`src/rtl/mode_switch_pkg.sv`:
```
package mode_switch_pkg;

    typedef enum logic [1:0] {
        MODE_STREAM = 2'b00,
        MODE_TRANS  = 2'b01,
        MODE_CMD    = 2'b10
    } dev_mode_e;

    typedef enum logic [1:0] {
        CAP_IDLE  = 2'b00,
        CAP_SHIFT = 2'b01,
        CAP_ACK   = 2'b10
    } cap_phase_e;

    typedef struct packed {
        logic start;
        logic stop;
        logic scl_rise;
        logic scl_fall;
        logic sda_lvl;
        logic vclk_rise;
    } bus_events_t;

    localparam int ADDR_BITS  = 8;
    localparam int CODE_BITS  = 4;
    localparam logic [CODE_BITS-1:0] DEV_CODE = 4'b1010;

    function automatic logic code_hit(input logic [ADDR_BITS-1:0] addr_byte,
                                      input logic [CODE_BITS-1:0] code);
        return addr_byte[ADDR_BITS-1 -: CODE_BITS] == code;
    endfunction

endpackage

```
`src/rtl/pin_sync.sv`:
```
module pin_sync #(
    parameter int WIDTH  = 3,
    parameter int STAGES = 2,
    parameter logic [WIDTH-1:0] RST_VAL = '0
) (
    input  logic             clk,
    input  logic             rst,
    input  logic [WIDTH-1:0] d,
    output logic [WIDTH-1:0] q
);
    logic [WIDTH-1:0] stg [STAGES];

    always_ff @(posedge clk) begin
        if (rst) begin
            for (int i = 0; i < STAGES; i++) stg[i] <= RST_VAL;
        end else begin
            stg[0] <= d;
            for (int i = 1; i < STAGES; i++) stg[i] <= stg[i-1];
        end
    end

    assign q = stg[STAGES-1];
endmodule

```
`src/rtl/bus_event_detect.sv`:
```
module bus_event_detect
    import mode_switch_pkg::*;
#(
    parameter int SYNC_STAGES = 2
) (
    input  logic        clk,
    input  logic        rst,
    input  logic        scl_in,
    input  logic        sda_in,
    input  logic        vclk_in,
    output bus_events_t ev
);
    localparam int NLINES = 3;
    localparam logic [NLINES-1:0] IDLE_LVL = 3'b011; // {vclk, sda, scl}

    logic [NLINES-1:0] raw, lvl, prv;
    logic [NLINES-1:0] rise, fall;

    assign raw = {vclk_in, sda_in, scl_in};

    pin_sync #(.WIDTH(NLINES), .STAGES(SYNC_STAGES), .RST_VAL(IDLE_LVL)) u_sync (
        .clk (clk),
        .rst (rst),
        .d   (raw),
        .q   (lvl)
    );

    always_ff @(posedge clk) begin
        if (rst) prv <= IDLE_LVL;
        else     prv <= lvl;
    end

    for (genvar g = 0; g < NLINES; g++) begin : g_edge
        assign rise[g] =  lvl[g] & ~prv[g];
        assign fall[g] = ~lvl[g] &  prv[g];
    end

    always_comb begin
        ev.scl_rise  = rise[0];
        ev.scl_fall  = fall[0];
        ev.sda_lvl   = lvl[1];
        ev.vclk_rise = rise[2];
        ev.start     = fall[1] & lvl[0] & prv[0];
        ev.stop      = rise[1] & lvl[0] & prv[0];
    end
endmodule

```
`src/rtl/addr_capture.sv`:
```
module addr_capture
    import mode_switch_pkg::*;
(
    input  logic        clk,
    input  logic        rst,
    input  logic        arm_ok,
    input  logic        keep,
    input  logic        drop,
    input  bus_events_t ev,
    output logic        ack_drive,
    output logic        grant_p,
    output logic        abort_p
);
    localparam int CNT_W = $clog2(ADDR_BITS + 1);

    cap_phase_e             phase;
    logic [CNT_W-1:0]       bit_cnt;
    logic [ADDR_BITS-1:0]   shreg;
    logic                   bits_done;

    assign bits_done = (bit_cnt == CNT_W'(ADDR_BITS));
    assign grant_p   = keep && (phase == CAP_ACK) && ev.scl_rise;
    assign abort_p   = keep && (phase == CAP_SHIFT) && ev.stop;

    always_ff @(posedge clk) begin
        if (rst || drop || !keep) begin
            phase     <= CAP_IDLE;
            bit_cnt   <= '0;
            shreg     <= '0;
            ack_drive <= 1'b0;
        end else if (ev.start && arm_ok) begin
            phase     <= CAP_SHIFT;
            bit_cnt   <= '0;
            shreg     <= '0;
            ack_drive <= 1'b0;
        end else begin
            unique case (phase)
                CAP_SHIFT: begin
                    if (ev.stop) begin
                        phase <= CAP_IDLE;
                    end else if (ev.scl_rise && !bits_done) begin
                        shreg   <= {shreg[ADDR_BITS-2:0], ev.sda_lvl};
                        bit_cnt <= bit_cnt + 1'b1;
                    end else if (ev.scl_fall && bits_done) begin
                        if (code_hit(shreg, DEV_CODE)) begin
                            phase     <= CAP_ACK;
                            ack_drive <= 1'b1;
                        end else begin
                            phase <= CAP_IDLE;
                        end
                    end
                end
                CAP_ACK: begin
                    if (ev.scl_fall || ev.stop) begin
                        phase     <= CAP_IDLE;
                        ack_drive <= 1'b0;
                    end
                end
                default: ;
            endcase
        end
    end
endmodule

```
`src/rtl/mode_fsm.sv`:
```
module mode_fsm
    import mode_switch_pkg::*;
#(
    parameter int TIMEOUT_EDGES = 128
) (
    input  logic        clk,
    input  logic        rst,
    input  bus_events_t ev,
    input  logic        grant_p,
    input  logic        abort_p,
    output dev_mode_e   mode_q,
    output logic        drop_p,
    output logic        restart_q
);
    localparam int CW = $clog2(TIMEOUT_EDGES + 1);
    localparam logic [CW-1:0] LAST = CW'(TIMEOUT_EDGES - 1);

    logic [CW-1:0] vcnt;
    logic          timeout_hit;

    assign timeout_hit = (mode_q == MODE_TRANS) && !grant_p && !ev.scl_fall &&
                         ev.vclk_rise && (vcnt == LAST);
    assign drop_p      = (mode_q == MODE_TRANS) && !grant_p && (abort_p || timeout_hit);

    always_ff @(posedge clk) begin
        if (rst) begin
            mode_q    <= MODE_STREAM;
            vcnt      <= '0;
            restart_q <= 1'b0;
        end else begin
            restart_q <= 1'b0;
            unique case (mode_q)
                MODE_STREAM: begin
                    vcnt <= '0;
                    if (ev.scl_fall && ev.sda_lvl) mode_q <= MODE_TRANS;
                end
                MODE_TRANS: begin
                    if (grant_p) begin
                        mode_q <= MODE_CMD;
                        vcnt   <= '0;
                    end else if (drop_p) begin
                        mode_q    <= MODE_STREAM;
                        vcnt      <= '0;
                        restart_q <= 1'b1;
                    end else if (ev.scl_fall) begin
                        vcnt <= '0;
                    end else if (ev.vclk_rise) begin
                        vcnt <= vcnt + 1'b1;
                    end
                end
                default: begin
                    mode_q <= MODE_CMD;
                    vcnt   <= '0;
                end
            endcase
        end
    end
endmodule

```
`src/rtl/mode_switch_ctl.sv`:
```
module mode_switch_ctl
    import mode_switch_pkg::*;
#(
    parameter int TIMEOUT_EDGES = 128,
    parameter int SYNC_STAGES   = 2
) (
    input  logic       clk,
    input  logic       rst,
    input  logic       scl_in,
    input  logic       sda_in,
    input  logic       vclk_in,
    output logic [1:0] mode,
    output logic       ack_drive,
    output logic       stream_restart
);
    bus_events_t ev;
    dev_mode_e   mode_q;
    logic        grant_p, abort_p, drop_p;

    bus_event_detect #(.SYNC_STAGES(SYNC_STAGES)) u_evt (
        .clk     (clk),
        .rst     (rst),
        .scl_in  (scl_in),
        .sda_in  (sda_in),
        .vclk_in (vclk_in),
        .ev      (ev)
    );

    addr_capture u_cap (
        .clk       (clk),
        .rst       (rst),
        .arm_ok    (mode_q == MODE_TRANS),
        .keep      (mode_q != MODE_STREAM),
        .drop      (drop_p),
        .ev        (ev),
        .ack_drive (ack_drive),
        .grant_p   (grant_p),
        .abort_p   (abort_p)
    );

    mode_fsm #(.TIMEOUT_EDGES(TIMEOUT_EDGES)) u_fsm (
        .clk       (clk),
        .rst       (rst),
        .ev        (ev),
        .grant_p   (grant_p),
        .abort_p   (abort_p),
        .mode_q    (mode_q),
        .drop_p    (drop_p),
        .restart_q (stream_restart)
    );

    assign mode = mode_q;
endmodule

```
`config.mk`:
```
export PLATFORM = sky130hd
export DESIGN_NAME = mode_switch_ctl
export DESIGN_NICKNAME = d
export VERILOG_FILES = /design/src/rtl/mode_switch_pkg.sv /design/src/rtl/pin_sync.sv /design/src/rtl/bus_event_detect.sv /design/src/rtl/addr_capture.sv /design/src/rtl/mode_fsm.sv /design/src/rtl/mode_switch_ctl.sv
export SDC_FILE = /design/constraint.sdc
export NUM_CORES = 1
export LEC_CHECK = 0
export BUFFER_PORTS_ARGS = -buffer_cell sky130_fd_sc_hd__buf_4
export CAP_MARGIN = 40
export CORE_MARGIN = 4
export CORE_UTILIZATION = 53
export DETAILED_ROUTE_END_ITERATION = 10
export PLACE_DENSITY = 0.74
export SYNTH_ARGS = -nofsm -noshare
export SYNTH_HDL_FRONTEND = slang
export SYNTH_SLANG_ARGS = --single-unit
```
`constraint.sdc`:
```
create_clock -name clk -period 1.8 [get_ports clk]
set_input_delay 0.18 -clock clk [delete_from_list [all_inputs] [get_ports clk]]
set_output_delay 0.18 -clock clk [all_outputs]
set_load 0.01 [all_outputs]
```
# --- Word level (Yosys, flattened, before mapping) ---
# Memory sizes are Yosys's and may differ from the RTL's.
# Cells that the tools add are included.
# W data, S select, Z words.
totals:
  reg_bits: 29
  ram_bits: 6
  output_inout_bits: 4
  n_memories: 1
mem_list:
  columns: ["memory", "words", "word_bits", "rd", "rd_ports_with_merged_regs", "wr", "line_no", "rtl"]
  rows:
  - ["u_evt.u_sync.stg", 2, 3, 2, 0, 2, "pin_sync.sv:11", "logic [WIDTH-1:0] stg [STAGES];"]
op_classes:
  addsub: 2
  n_eq_ne: 18
  muxes: 23
  bitwise_logic: 18
  reduce_logical: 33
op_table:
  columns: ["operator", "count"]
  rows:
  - ["$mux W2", 8]
  - ["$logic_and A1 B1 Y1", 13]
  - ["$mux W1", 10]
  - ["$ne A2 B2 Y1 const B", 5]
  - ["$and A1 B1 Y1", 9]
  - ["$ne A3 B2 Y1 const B", 3]
  - ["$add A8 B1 Y8 const B", 1]
  - ["$eq A4 B4 Y1 const B", 2]
  - ["$eq A8 B7 Y1 const B", 1]
  - ["$ne A4 B3 Y1 const B", 2]
  - ["$pmux W2 S2", 2]
  - ["$reduce_and A4 Y1", 2]
  - ["$not A1 Y1", 7]
  - ["$mux W3", 2]
  - ["$reduce_and A6 Y1", 1]
  - ["$reduce_or A5 Y1", 1]
  - ["$add A4 B1 Y4 const B", 1]
  - ["$eq A2 B1 Y1 const B", 2]
  - ["$logic_not A1 Y1", 4]
  - ["$logic_or A1 B1 Y1", 4]
  - ["$reduce_bool A2 Y1", 2]
  - ["$ne A3 B3 Y1 const B", 1]
  - ["$reduce_and A3 Y1", 1]
  - ["$reduce_bool A3 Y1", 1]
  - ["8 further kinds", 9]

# --- Longest topological paths before layout ---
# Gate-level depths: netlist of run 1.
logic_depth:
  depth_word: 13
  depth_mapped: 7
  mapped_depth_nobuf: 6

# --- Hierarchy ---
# From an unflattened synthesis of run 1, not the netlist that was laid out.
unflattened:
  hier_cells: 156
  area_unflattened_um2: 1552.7
by_module_without_submodules:
  columns: ["module", "n_inst", "cells_each", "area_each_um2", "seq_area_each_um2"]
  rows:
  - ["addr_capture", 1, 75, 710.7, 300.3]
  - ["mode_fsm", 1, 53, 531.8, 220.2]
  - ["pin_sync", 1, 15, 180.2, 120.1]
  - ["bus_event_detect", 1, 11, 117.6, 60.1]
  - ["mode_switch_ctl", 1, 2, 12.5, 0.0]

# --- Worst setup path before layout of run 1 ---
# OpenSTA, ideal clock, no wires.
synth_path:
  path_kind: "reg2reg"
  start: "register u_fsm.vcnt[0]"
  end: "register u_cap.bit_cnt[0]"
  t_arrival_ps: 1515
  slack_ps: 167
  stages_incl_launch_ff: 7
  n_path_buf: 1
  synth_period_minus_slack_ps: 1633
  path_cell_list: "dfxtp_1 -> ha_1 -> nand4b_1 -> or3_1 -> o211ai_2 -> buf_2 -> nor2_1"
synth_between:
  elab_chain_len: 7
synth_lines:
  columns: ["item", "line_no", "rtl"]
  rows:
  - ["from (decl)", "mode_fsm.sv:18", "logic [CW-1:0] vcnt;"]
  - ["from (signal assigned)", "mode_fsm.sv:48", "vcnt <= vcnt + 1'b1;"]
  - ["$eq A8 B7 Y1", "mode_fsm.sv:22", "ev.vclk_rise && (vcnt == LAST);"]
  - ["$logic_and A1 B1 Y1", "mode_fsm.sv:22", null]
  - ["$logic_or A1 B1 Y1", "mode_fsm.sv:23", "assign drop_p = (mode_q == MODE_TRANS) && !grant_p && (abort_p || timeout_hit);"]
  - ["$logic_and A1 B1 Y1", "mode_fsm.sv:23", null]
  - ["$logic_or A1 B1 Y1 (2 in series)", "addr_capture.sv:26", "if (rst || drop || !keep) begin"]
  - ["$reduce_or A2 Y1 (no source line)", null, null]
  - ["to (signal assigned)", "addr_capture.sv:43", "bit_cnt <= bit_cnt + 1'b1;"]
  - ["to (decl)", "addr_capture.sv:17", "logic [CNT_W-1:0] bit_cnt;"]
# No other way between the ends.
# A chain may end at the register's enable or synchronous reset.

# --- Worst setup path in the final report of run 1 ---
layout_path:
  start: "register u_cap.bit_cnt[0]"
  end: "register u_cap.ack_drive"
layout_between:
  elab_chain_len: 5
  word_cells_on_any_way: 7
  classes_between: "3 x eq/ne; 4 x reduce/logical"
layout_lines:
  columns: ["item", "line_no", "rtl"]
  rows:
  - ["$eq A4 B4 Y1 (*)", "addr_capture.sv:21", "assign bits_done = (bit_cnt == CNT_W'(ADDR_BITS));"]
  - ["$logic_not A1 Y1", "addr_capture.sv:41", "end else if (ev.scl_rise && !bits_done) begin"]
  - ["$logic_and A1 B1 Y1", "addr_capture.sv:41", null]
  - ["$ne A2 B2 Y1 (no source line)", null, null]
  - ["$reduce_and A6 Y1 (no source line) (*)", null, null]
  - ["to (signal assigned)", "addr_capture.sv:35", "ack_drive <= 1'b0;"]
  - ["to (signal assigned)", "addr_capture.sv:47", "ack_drive <= 1'b1;"]
  - ["to (signal assigned)", "addr_capture.sv:56", "ack_drive <= 1'b0;"]
  - ["to (decl)", "addr_capture.sv:10", "output logic ack_drive,"]
# Every way passes the cells marked *; elsewhere a longest branch is shown, timed or not.

==> impl_metrics.prom, run 1 <==
# TYPE chip_impl_metric gauge
chip_impl_metric{name="detail_route.first_pass.iterations",unit=""} 4
chip_impl_metric{name="grt_antenna_before_repair",unit=""} 0
chip_impl_metric{name="buffer_ports.inserted",unit=""} 8
chip_impl_info{name="tritoncts",value="yes"} 1
chip_impl_metric{name="die_w",unit="um"} 62.43
chip_impl_metric{name="count_of_clock_tree_sinks",unit=""} 35
chip_impl_metric{name="viasPerCell",unit=""} 5.484
chip_impl_metric{name="finalNetCount",unit=""} 193
chip_impl_metric{name="crit_required",unit="ns"} 2.02
chip_impl_metric{name="final_core_utilization",unit=""} 0.6508
chip_impl_metric{name="track_usage",unit=""} 0.1486
chip_impl_metric{name="first_global_vias",unit=""} 1114
chip_impl_metric{name="finalWirelength",unit="um"} 2697
chip_impl_info{name="postSynth.topFlopCell",value="sky130_fd_sc_hd__dfxtp_1"} 1
chip_impl_metric{name="final-instance-count-excl-fill",unit=""} 215
chip_impl_info{name="outcome",value="complete, no violations"} 1
chip_impl_metric{name="worst_ep_arrival_time",unit="ns"} 1.91
chip_impl_metric{name="placementRows",unit=""} 19
chip_impl_metric{name="comb_power_share",unit=""} 0.034
chip_impl_metric{name="place_congestion",unit=""} 0.7846
chip_impl_info{name="criticalPathCategory",value="reg -> reg"} 1
chip_impl_metric{name="vdd_drop_max",unit="mV"} 0.5803
chip_impl_metric{name="fmax",unit="MHz"} 590.3
chip_impl_metric{name="grt.overflow.total",unit=""} 0
chip_impl_metric{name="setup_viol",unit=""} 0
chip_impl_metric{name="slew_headroom",unit=""} 0.6928
chip_impl_metric{name="cts.htree.levels",unit=""} 2
chip_impl_info{name="worstSetupStartpointType",value="flip-flop"} 1
chip_impl_info{name="post-synth-top-area-cell",value="sky130_fd_sc_hd__dfxtp_1"} 1
chip_impl_info{name="grt_setup_unrepaired",value="no"} 1
chip_impl_metric{name="antenna-diode-count",unit=""} 0
chip_impl_metric{name="die_area",unit="um^2"} 3898
chip_impl_metric{name="cts.clk_slew.worst_paths",unit="ns"} 0.11
chip_impl_metric{name="drc",unit=""} 0
chip_impl_info{name="cpMaxStageDelayCell",value="sky130_fd_sc_hd__a2111oi_0"} 1
chip_impl_metric{name="final.period_utilization",unit=""} 0.9411
chip_impl_metric{name="synth_nets",unit=""} 176
chip_impl_info{name="cp_cell_sequence",value="inv_1 > ha_1 > nand3b_4 > or3_1 > a2111oi_0 > a211oi_1"} 1
chip_impl_info{name="hold_class",value="in -> reg"} 1
chip_impl_metric{name="detailroute.via_count",unit=""} 1179
chip_impl_metric{name="timing.critical_path.slowest_cell_delay",unit="ns"} 0.44
chip_impl_metric{name="syn-cell-area",unit="um^2"} 1570
chip_impl_metric{name="wl_per_cell",unit="um"} 12.54
chip_impl_metric{name="final.setup.tns",unit="ns"} 0
chip_impl_metric{name="power.total",unit="mW"} 1.548
chip_impl_metric{name="clkPwrFrac",unit=""} 0.454
chip_impl_metric{name="ioPinCount",unit=""} 9
chip_impl_info{name="timing.critical_path.to_type",value="flip-flop"} 1
chip_impl_metric{name="worst_hold_slack",unit="ns"} 0.02268
chip_impl_metric{name="report.final.hold_viol_count",unit=""} 0
chip_impl_metric{name="syn2layout_area_growth",unit="%"} 16.25
chip_impl_metric{name="final.setup_skew",unit="ns"} 0.01087
chip_impl_metric{name="cap_violations",unit=""} 0
chip_impl_metric{name="synth_seq_cells",unit=""} 35
chip_impl_metric{name="place_inst",unit=""} 207
chip_impl_info{name="yosys-top-cells-count",value="sky130_fd_sc_hd__dfxtp_1, sky130_fd_sc_hd__nor2_1, sky130_fd_sc_hd__inv_1, sky130_fd_sc_hd__mux2i_1, sky130_fd_sc_hd__nor2b_1"} 1
chip_impl_metric{name="cts_made_buffers",unit=""} 5
chip_impl_metric{name="final_layout_size_suffix_gt1_frac",unit=""} 0.2011
chip_impl_metric{name="clock_tree.buffer_depth",unit=""} 2
chip_impl_metric{name="drt_iter0_drc",unit=""} 64
chip_impl_metric{name="ys_warn_count",unit=""} 0
chip_impl_info{name="root_buffer",value="sky130_fd_sc_hd__clkbuf_4"} 1
chip_impl_metric{name="clkLatencyLatePin",unit="ns"} 0.34
chip_impl_metric{name="synth.lib_cells_used.distinct",unit=""} 46
chip_impl_metric{name="grt_pass1_wl",unit="um"} 4664
chip_impl_metric{name="postSynthCellCount",unit=""} 166
chip_impl_metric{name="max_slew.worst_pin.slew",unit="ns"} 0.4599
chip_impl_metric{name="dp_hpwl",unit="um"} 1987
chip_impl_info{name="synthTopCellsByArea",value="sky130_fd_sc_hd__dfxtp_1, sky130_fd_sc_hd__nor2_1, sky130_fd_sc_hd__mux2i_1"} 1
chip_impl_metric{name="cts_hold_repair.buffers",unit=""} 0
chip_impl_metric{name="p_sw",unit="mW"} 0.3061
chip_impl_metric{name="post_synth.cell_area_avg",unit="um^2"} 9.459
chip_impl_metric{name="final_critical_delay_including_setup_and_external_delays",unit="ns"} 1.694
chip_impl_metric{name="slew_violations",unit=""} 0
chip_impl_metric{name="chipHeight",unit="um"} 62.43
chip_impl_metric{name="edff_count_synth",unit=""} 0
chip_impl_metric{name="seq_area_frac_synth",unit=""} 0.4462
chip_impl_metric{name="synthDominantCellAreaShare",unit=""} 0.4462
chip_impl_metric{name="floorplan.core_area",unit="um^2"} 2805
chip_impl_metric{name="critPathMaxFanout",unit=""} 4
chip_impl_metric{name="powerDensity",unit="nW/um^2"} 847.7
chip_impl_metric{name="sw_frac_of_total",unit=""} 0.1978
chip_impl_metric{name="internal-power",unit="mW"} 1.241
chip_impl_info{name="yosysMostFrequentCell",value="sky130_fd_sc_hd__dfxtp_1"} 1
chip_impl_metric{name="grt_max_degree",unit=""} 16
chip_impl_metric{name="seq_power_share",unit=""} 0.512
chip_impl_metric{name="async_flop_share",unit=""} 0
chip_impl_metric{name="floorplan.initialDensity",unit=""} 0.5598
chip_impl_metric{name="power.leakage",unit="nW"} 0.6446
chip_impl_metric{name="detail-route-antenna-nets",unit=""} 0
## flip-flops by register name, summed over array words and instances, names as in the netlist
name / cells
u_cap.shreg: 8
u_fsm.vcnt: 8
u_evt.u_sync.stg: 6
u_cap.bit_cnt: 4
u_evt.prv: 3
u_cap.phase: 2
u_fsm.mode_q: 2
u_cap.ack_drive: 1
u_fsm.restart_q: 1
## cell type report
class / count / area (um^2)
clock buffer: 5 / 37.54
clock inverter: 3 / 67.56
fill: 231 / 979.7
inverter: 9 / 33.78
multi-input combinational: 117 / 822.0
sequential: 35 / 700.7
tap: 31 / 38.79
timing repair buffer: 15 / 125.1
## layer usage
| layer | global-route usage | vias to the layer above | part of all wire | wire length, um |
|---|---|---|---|---|
| met5 | 0 | - | 0 | 0 |
| met4 | 0.08540 | 0 | 0.024 | 64 |
| met3 | 0.03957 | 6 | 0.033 | 89 |
| met2 | 0.2383 | 15 | 0.45 | 1209 |
| met1 | 0.1786 | 552 | 0.49 | 1335 |
| li1 | - | 606 | - | - |
## timing repair
action / in CTS / in global routing
hold endpoints to repair: 0 / 0
setup buffers: 0 / 0
setup endpoints to repair: 0 / 11
gates resized for setup: 0 / 2
## stage by stage
| step | setup slack, ns | instance area [um^2] |
|---|---|---|
| 6_report | 0.1060 | 1826 |
| 5_1_grt | 0.01005 | 1826 |
| 4_1_cts | 0.05470 | 1817 |
| 3_5_place_dp | 0.08577 | 1712 |
| 3_3_place_gp | 0.1024 | 1712 |
| 2_1_floorplan | 0.1673 | 1570 |
## layout by cell type, fill, tap and decap left out, drive strengths merged, types with 2 or more instances in the layout
cell,count
a21oi,4
clkbuf,5
nor2,27
o211ai,2
bufinv,2
xnor2,5
nand3,4
or3,3
nand4,3
and3b,2
nand3b,2
and3,2
nand4b,2
nor3b,2
nor3,2
o21ai,4
nor2b,7
mux2i,9
buf,15
ha,5
or2,5
inv,9
dfxtp,35
xor2,5
nand2,5
## worst paths after layout
kind                                                   startpoint                                 to  slack (ns)  depth (start not counted)
worst min register to register  u_evt.u_sync.stg[0][1]$_SDFF_PP1_  u_evt.u_sync.stg[0][4]$_SDFF_PP1_        0.43                          1
worst min-delay path                                       sda_in  u_evt.u_sync.stg[0][1]$_SDFF_PP1_        0.02                          2
worst max-delay path                u_cap.bit_cnt[0]$_SDFFE_PP0P_       u_cap.ack_drive$_SDFFE_PP0P_        0.11                          6
worst max register to register      u_cap.bit_cnt[0]$_SDFFE_PP0P_       u_cap.ack_drive$_SDFFE_PP0P_        0.11                          6
## critical path: cells and delay by family (launching register included)
family | cells | cell delay [ns]
adder cells (fa/ha/maj) | 1 | 0.19
AO/OA/AOI/OAI | 2 | 0.53
AND/OR/NAND/NOR | 2 | 0.44
buffers and inverters | 1 | 0.07
flip-flops | 1 | 0.36
## cell families after synthesis
kind of cell,synth area share
compound gates,0.08926
xor+xnor,0.05577
fa+ha+maj,0.03984
buf+inv,0.03585
flops,0.4462
mux,0.05737
simple gates,0.2757
## power by group through the flow
stage                     logic (mW)  clock network [mW]  registers (mW)
final                         0.0527               0.703           0.792
after global placement        0.0503                   0           0.809
after CTS                     0.0521               0.718           0.792
after global routing          0.0585               0.755           0.794
after detailed placement      0.0518                   0           0.809
after floorplan               0.0334                   0           0.807
Power figures use the tool's default switching activity.
==> run 2, diff against run 1 <==
--- a/config.mk
+++ b/config.mk
@@ -8,9 +8,8 @@
 export BUFFER_PORTS_ARGS = -buffer_cell sky130_fd_sc_hd__buf_4
 export CAP_MARGIN = 40
 export CORE_MARGIN = 4
-export CORE_UTILIZATION = 53
+export CORE_UTILIZATION = 40
 export DETAILED_ROUTE_END_ITERATION = 10
-export PLACE_DENSITY = 0.74
 export SYNTH_ARGS = -nofsm -noshare
 export SYNTH_HDL_FRONTEND = slang
 export SYNTH_SLANG_ARGS = --single-unit
==> impl_metrics.prom, run 2 (synthesized netlist as in run 1, its figures left out) <==
# TYPE chip_impl_metric gauge
chip_impl_metric{name="setup.reg_to_reg.worst_slack",unit="ns"} 0.12
chip_impl_metric{name="report.final.hold_viol_count",unit=""} 0
chip_impl_metric{name="count_of_clock_tree_sinks",unit=""} 35
chip_impl_metric{name="grt.overflow.total",unit=""} 0
chip_impl_info{name="cpMaxStageDelayCell",value="sky130_fd_sc_hd__or3_4"} 1
chip_impl_metric{name="crit_required",unit="ns"} 2.01
chip_impl_metric{name="floorplan.core_area",unit="um^2"} 3716
chip_impl_metric{name="final.setup.tns",unit="ns"} 0
chip_impl_info{name="layout.cells.most_common",value="sky130_fd_sc_hd__dfxtp_1"} 1
chip_impl_info{name="cp_cell_sequence",value="inv_1 > ha_4 > nand3b_4 > or3_4 > a211o_1 > a211oi_2"} 1
chip_impl_metric{name="post-cts-setup-buffers",unit=""} 0
chip_impl_metric{name="syn2layout_area_growth",unit="%"} 20.32
chip_impl_metric{name="slew_violations",unit=""} 0
chip_impl_info{name="worstSetupStartpointType",value="flip-flop"} 1
chip_impl_info{name="hold_start",value="sda_in"} 1
chip_impl_metric{name="cts_made_buffers",unit=""} 5
chip_impl_metric{name="cts-resized-gates",unit=""} 0
chip_impl_metric{name="detailroute.via_count",unit=""} 1196
chip_impl_metric{name="grt_max_degree",unit=""} 16
chip_impl_metric{name="vdd_drop_max",unit="mV"} 0.5004
chip_impl_metric{name="drc",unit=""} 0
chip_impl_info{name="reg.largest.list",value="u_cap.shreg: 8 flops, u_fsm.vcnt: 8 flops, u_evt.u_sync.stg: 6 flops"} 1
chip_impl_metric{name="setup_viol",unit=""} 0
chip_impl_metric{name="clkLatencyLatePin",unit="ns"} 0.29
chip_impl_info{name="hold_class",value="in -> reg"} 1
chip_impl_metric{name="antenna-diode-count",unit=""} 0
chip_impl_metric{name="place_congestion",unit=""} 0.8155
chip_impl_info{name="outcome",value="complete, no violations"} 1
chip_impl_metric{name="finalWirelength",unit="um"} 3022
chip_impl_info{name="path_delay_family",value="compound AO/OA/AOI/OAI gates"} 1
chip_impl_metric{name="clock_tree.buffer_depth",unit=""} 2
chip_impl_metric{name="cts.htree.levels",unit=""} 2
chip_impl_info{name="worstHoldEndpoint",value="u_evt.u_sync.stg[0][1]$_SDFF_PP1_"} 1
chip_impl_metric{name="timing.hold.worst_path_depth",unit=""} 2
chip_impl_info{name="timing.critical_path.to_type",value="flip-flop"} 1
chip_impl_metric{name="grt_antenna_before_repair",unit=""} 0
chip_impl_info{name="criticalPathCategory",value="reg -> reg"} 1
chip_impl_metric{name="placementRows",unit=""} 22
chip_impl_metric{name="reg2reg_depth",unit=""} 6
chip_impl_metric{name="final.setup_skew",unit="ns"} 0.006356
chip_impl_metric{name="timing.critical_path.buf_inv",unit=""} 1
chip_impl_metric{name="max_slew.worst_pin.slew",unit="ns"} 0.4774
chip_impl_metric{name="die_w",unit="um"} 70.66
chip_impl_metric{name="final_layout_size_suffix_gt1_frac",unit=""} 0.2295
chip_impl_metric{name="worst_ep_arrival_time",unit="ns"} 1.90
chip_impl_info{name="root_buffer",value="sky130_fd_sc_hd__clkbuf_8"} 1
chip_impl_metric{name="grt_pass1_wl",unit="um"} 5237
chip_impl_metric{name="power.leakage",unit="nW"} 0.6555
chip_impl_metric{name="drt_iter0_drc",unit=""} 39
chip_impl_metric{name="first_global_vias",unit=""} 1189
chip_impl_metric{name="final-instance-count-excl-fill",unit=""} 231
chip_impl_metric{name="ioPinCount",unit=""} 9
chip_impl_metric{name="final_critical_delay_including_setup_and_external_delays",unit="ns"} 1.685
chip_impl_metric{name="fmax",unit="MHz"} 593.5
chip_impl_metric{name="dp_hpwl",unit="um"} 2176
chip_impl_info{name="startpoint",value="u_cap.bit_cnt[1]$_SDFFE_PP0P_"} 1
chip_impl_info{name="critical_path.reg2reg.startpoint",value="u_cap.bit_cnt[1]$_SDFFE_PP0P_"} 1
chip_impl_metric{name="finalNetCount",unit=""} 192
chip_impl_info{name="r2r_end",value="u_cap.ack_drive$_SDFFE_PP0P_"} 1
chip_impl_metric{name="fill_cell_count",unit=""} 348
chip_impl_metric{name="cap_violations",unit=""} 0
chip_impl_metric{name="wl_per_cell",unit="um"} 13.08
chip_impl_metric{name="detail_route.first_pass.iterations",unit=""} 4
chip_impl_metric{name="viasPerCell",unit=""} 5.177
chip_impl_info{name="tritoncts",value="yes"} 1
chip_impl_metric{name="buffer_ports.inserted",unit=""} 8
chip_impl_metric{name="place_inst",unit=""} 223
chip_impl_metric{name="final.period_utilization",unit=""} 0.9360
chip_impl_metric{name="floorplan.initialDensity",unit=""} 0.4226
chip_impl_metric{name="chipHeight",unit="um"} 70.66
chip_impl_metric{name="critPathMaxFanout",unit=""} 7
chip_impl_metric{name="slew_headroom",unit=""} 0.6811
chip_impl_metric{name="cts_hold_repair.buffers",unit=""} 0
chip_impl_metric{name="detail-route-antenna-nets",unit=""} 0
chip_impl_info{name="layout_common_cells",value="sky130_fd_sc_hd__dfxtp_1, sky130_fd_sc_hd__nor2_1, sky130_fd_sc_hd__buf_4"} 1
chip_impl_metric{name="track_usage",unit=""} 0.1325
chip_impl_metric{name="timing.critical_path.slowest_cell_delay",unit="ns"} 0.39
chip_impl_metric{name="die_area",unit="um^2"} 4992
chip_impl_metric{name="cts.clk_slew.worst_paths",unit="ns"} 0.07
chip_impl_metric{name="powerDensity",unit="nW/um^2"} 892.6
## run 2: worst max-delay path by stage
stage	end	slack (ns)	cells past startpoint
2_1_floorplan	u_cap.bit_cnt[0]$_SDFFE_PP0P_	0.17	6
3_3_place_gp	u_cap.ack_drive$_SDFFE_PP0P_	0.09	6
3_5_place_dp	u_cap.ack_drive$_SDFFE_PP0P_	0.03	6
4_1_cts	u_cap.ack_drive$_SDFFE_PP0P_	0.01	6
5_1_grt	u_cap.ack_drive$_SDFFE_PP0P_	-0.002	6
6_report	u_cap.ack_drive$_SDFFE_PP0P_	0.12	6
## run 2: cell type report
type | count | area [um^2] | share of cell area
clock inverter | 3 | 67.56 | 0.03576
clock buffer | 5 | 68.82 | 0.03642
sequential | 35 | 701.9 | 0.3715
timing repair buffer | 14 | 105.1 | 0.05563
multi-input combinational | 117 | 852.1 | 0.4510
inverter | 9 | 33.78 | 0.01788
tap | 48 | 60.06 | 0.03179
## run 2: per-stage QoR
step                      hold WS (ns)  total power [mW]  utilization  setup WS, ns  cell area (um^2)
final                          0.07810             1.686       0.5084        0.1152              1889
after global placement          0.3665            0.8610       0.4609       0.08841              1713
after floorplan                 0.2838            0.8408            -        0.1673              1570
after detailed placement        0.3714            0.8619       0.4609       0.02936              1713
after global routing           0.07311             1.752       0.5084     -0.001544              1889
after CTS                      0.06869             1.704       0.4976       0.01296              1849
## run 2: report_power, final
part	total, mW	internal [mW]	leakage [nW]	switching (mW)
clock	0.841	0.552	0.0644	0.289
combinational	0.0532	0.0261	0.307	0.0271
sequential	0.792	0.783	0.284	0.00845
## run 2: layer usage
layer | track usage | part of all wire | vias up
met5 | 0 | 0 | -
met4 | 0.06889 | 0.017 | 0
met3 | 0.03409 | 0.033 | 5
met2 | 0.2308 | 0.51 | 15
met1 | 0.1485 | 0.44 | 571
li1 | - | - | 605
## run 2: worst register-to-register path, cell delays in order, from the launching register on
cell                       delay, ns
sky130_fd_sc_hd__dfxtp_1        0.33
sky130_fd_sc_hd__inv_1          0.11
sky130_fd_sc_hd__ha_4           0.15
sky130_fd_sc_hd__nand3b_4       0.11
sky130_fd_sc_hd__or3_4          0.39
sky130_fd_sc_hd__a211o_1        0.32
sky130_fd_sc_hd__a211oi_2       0.20
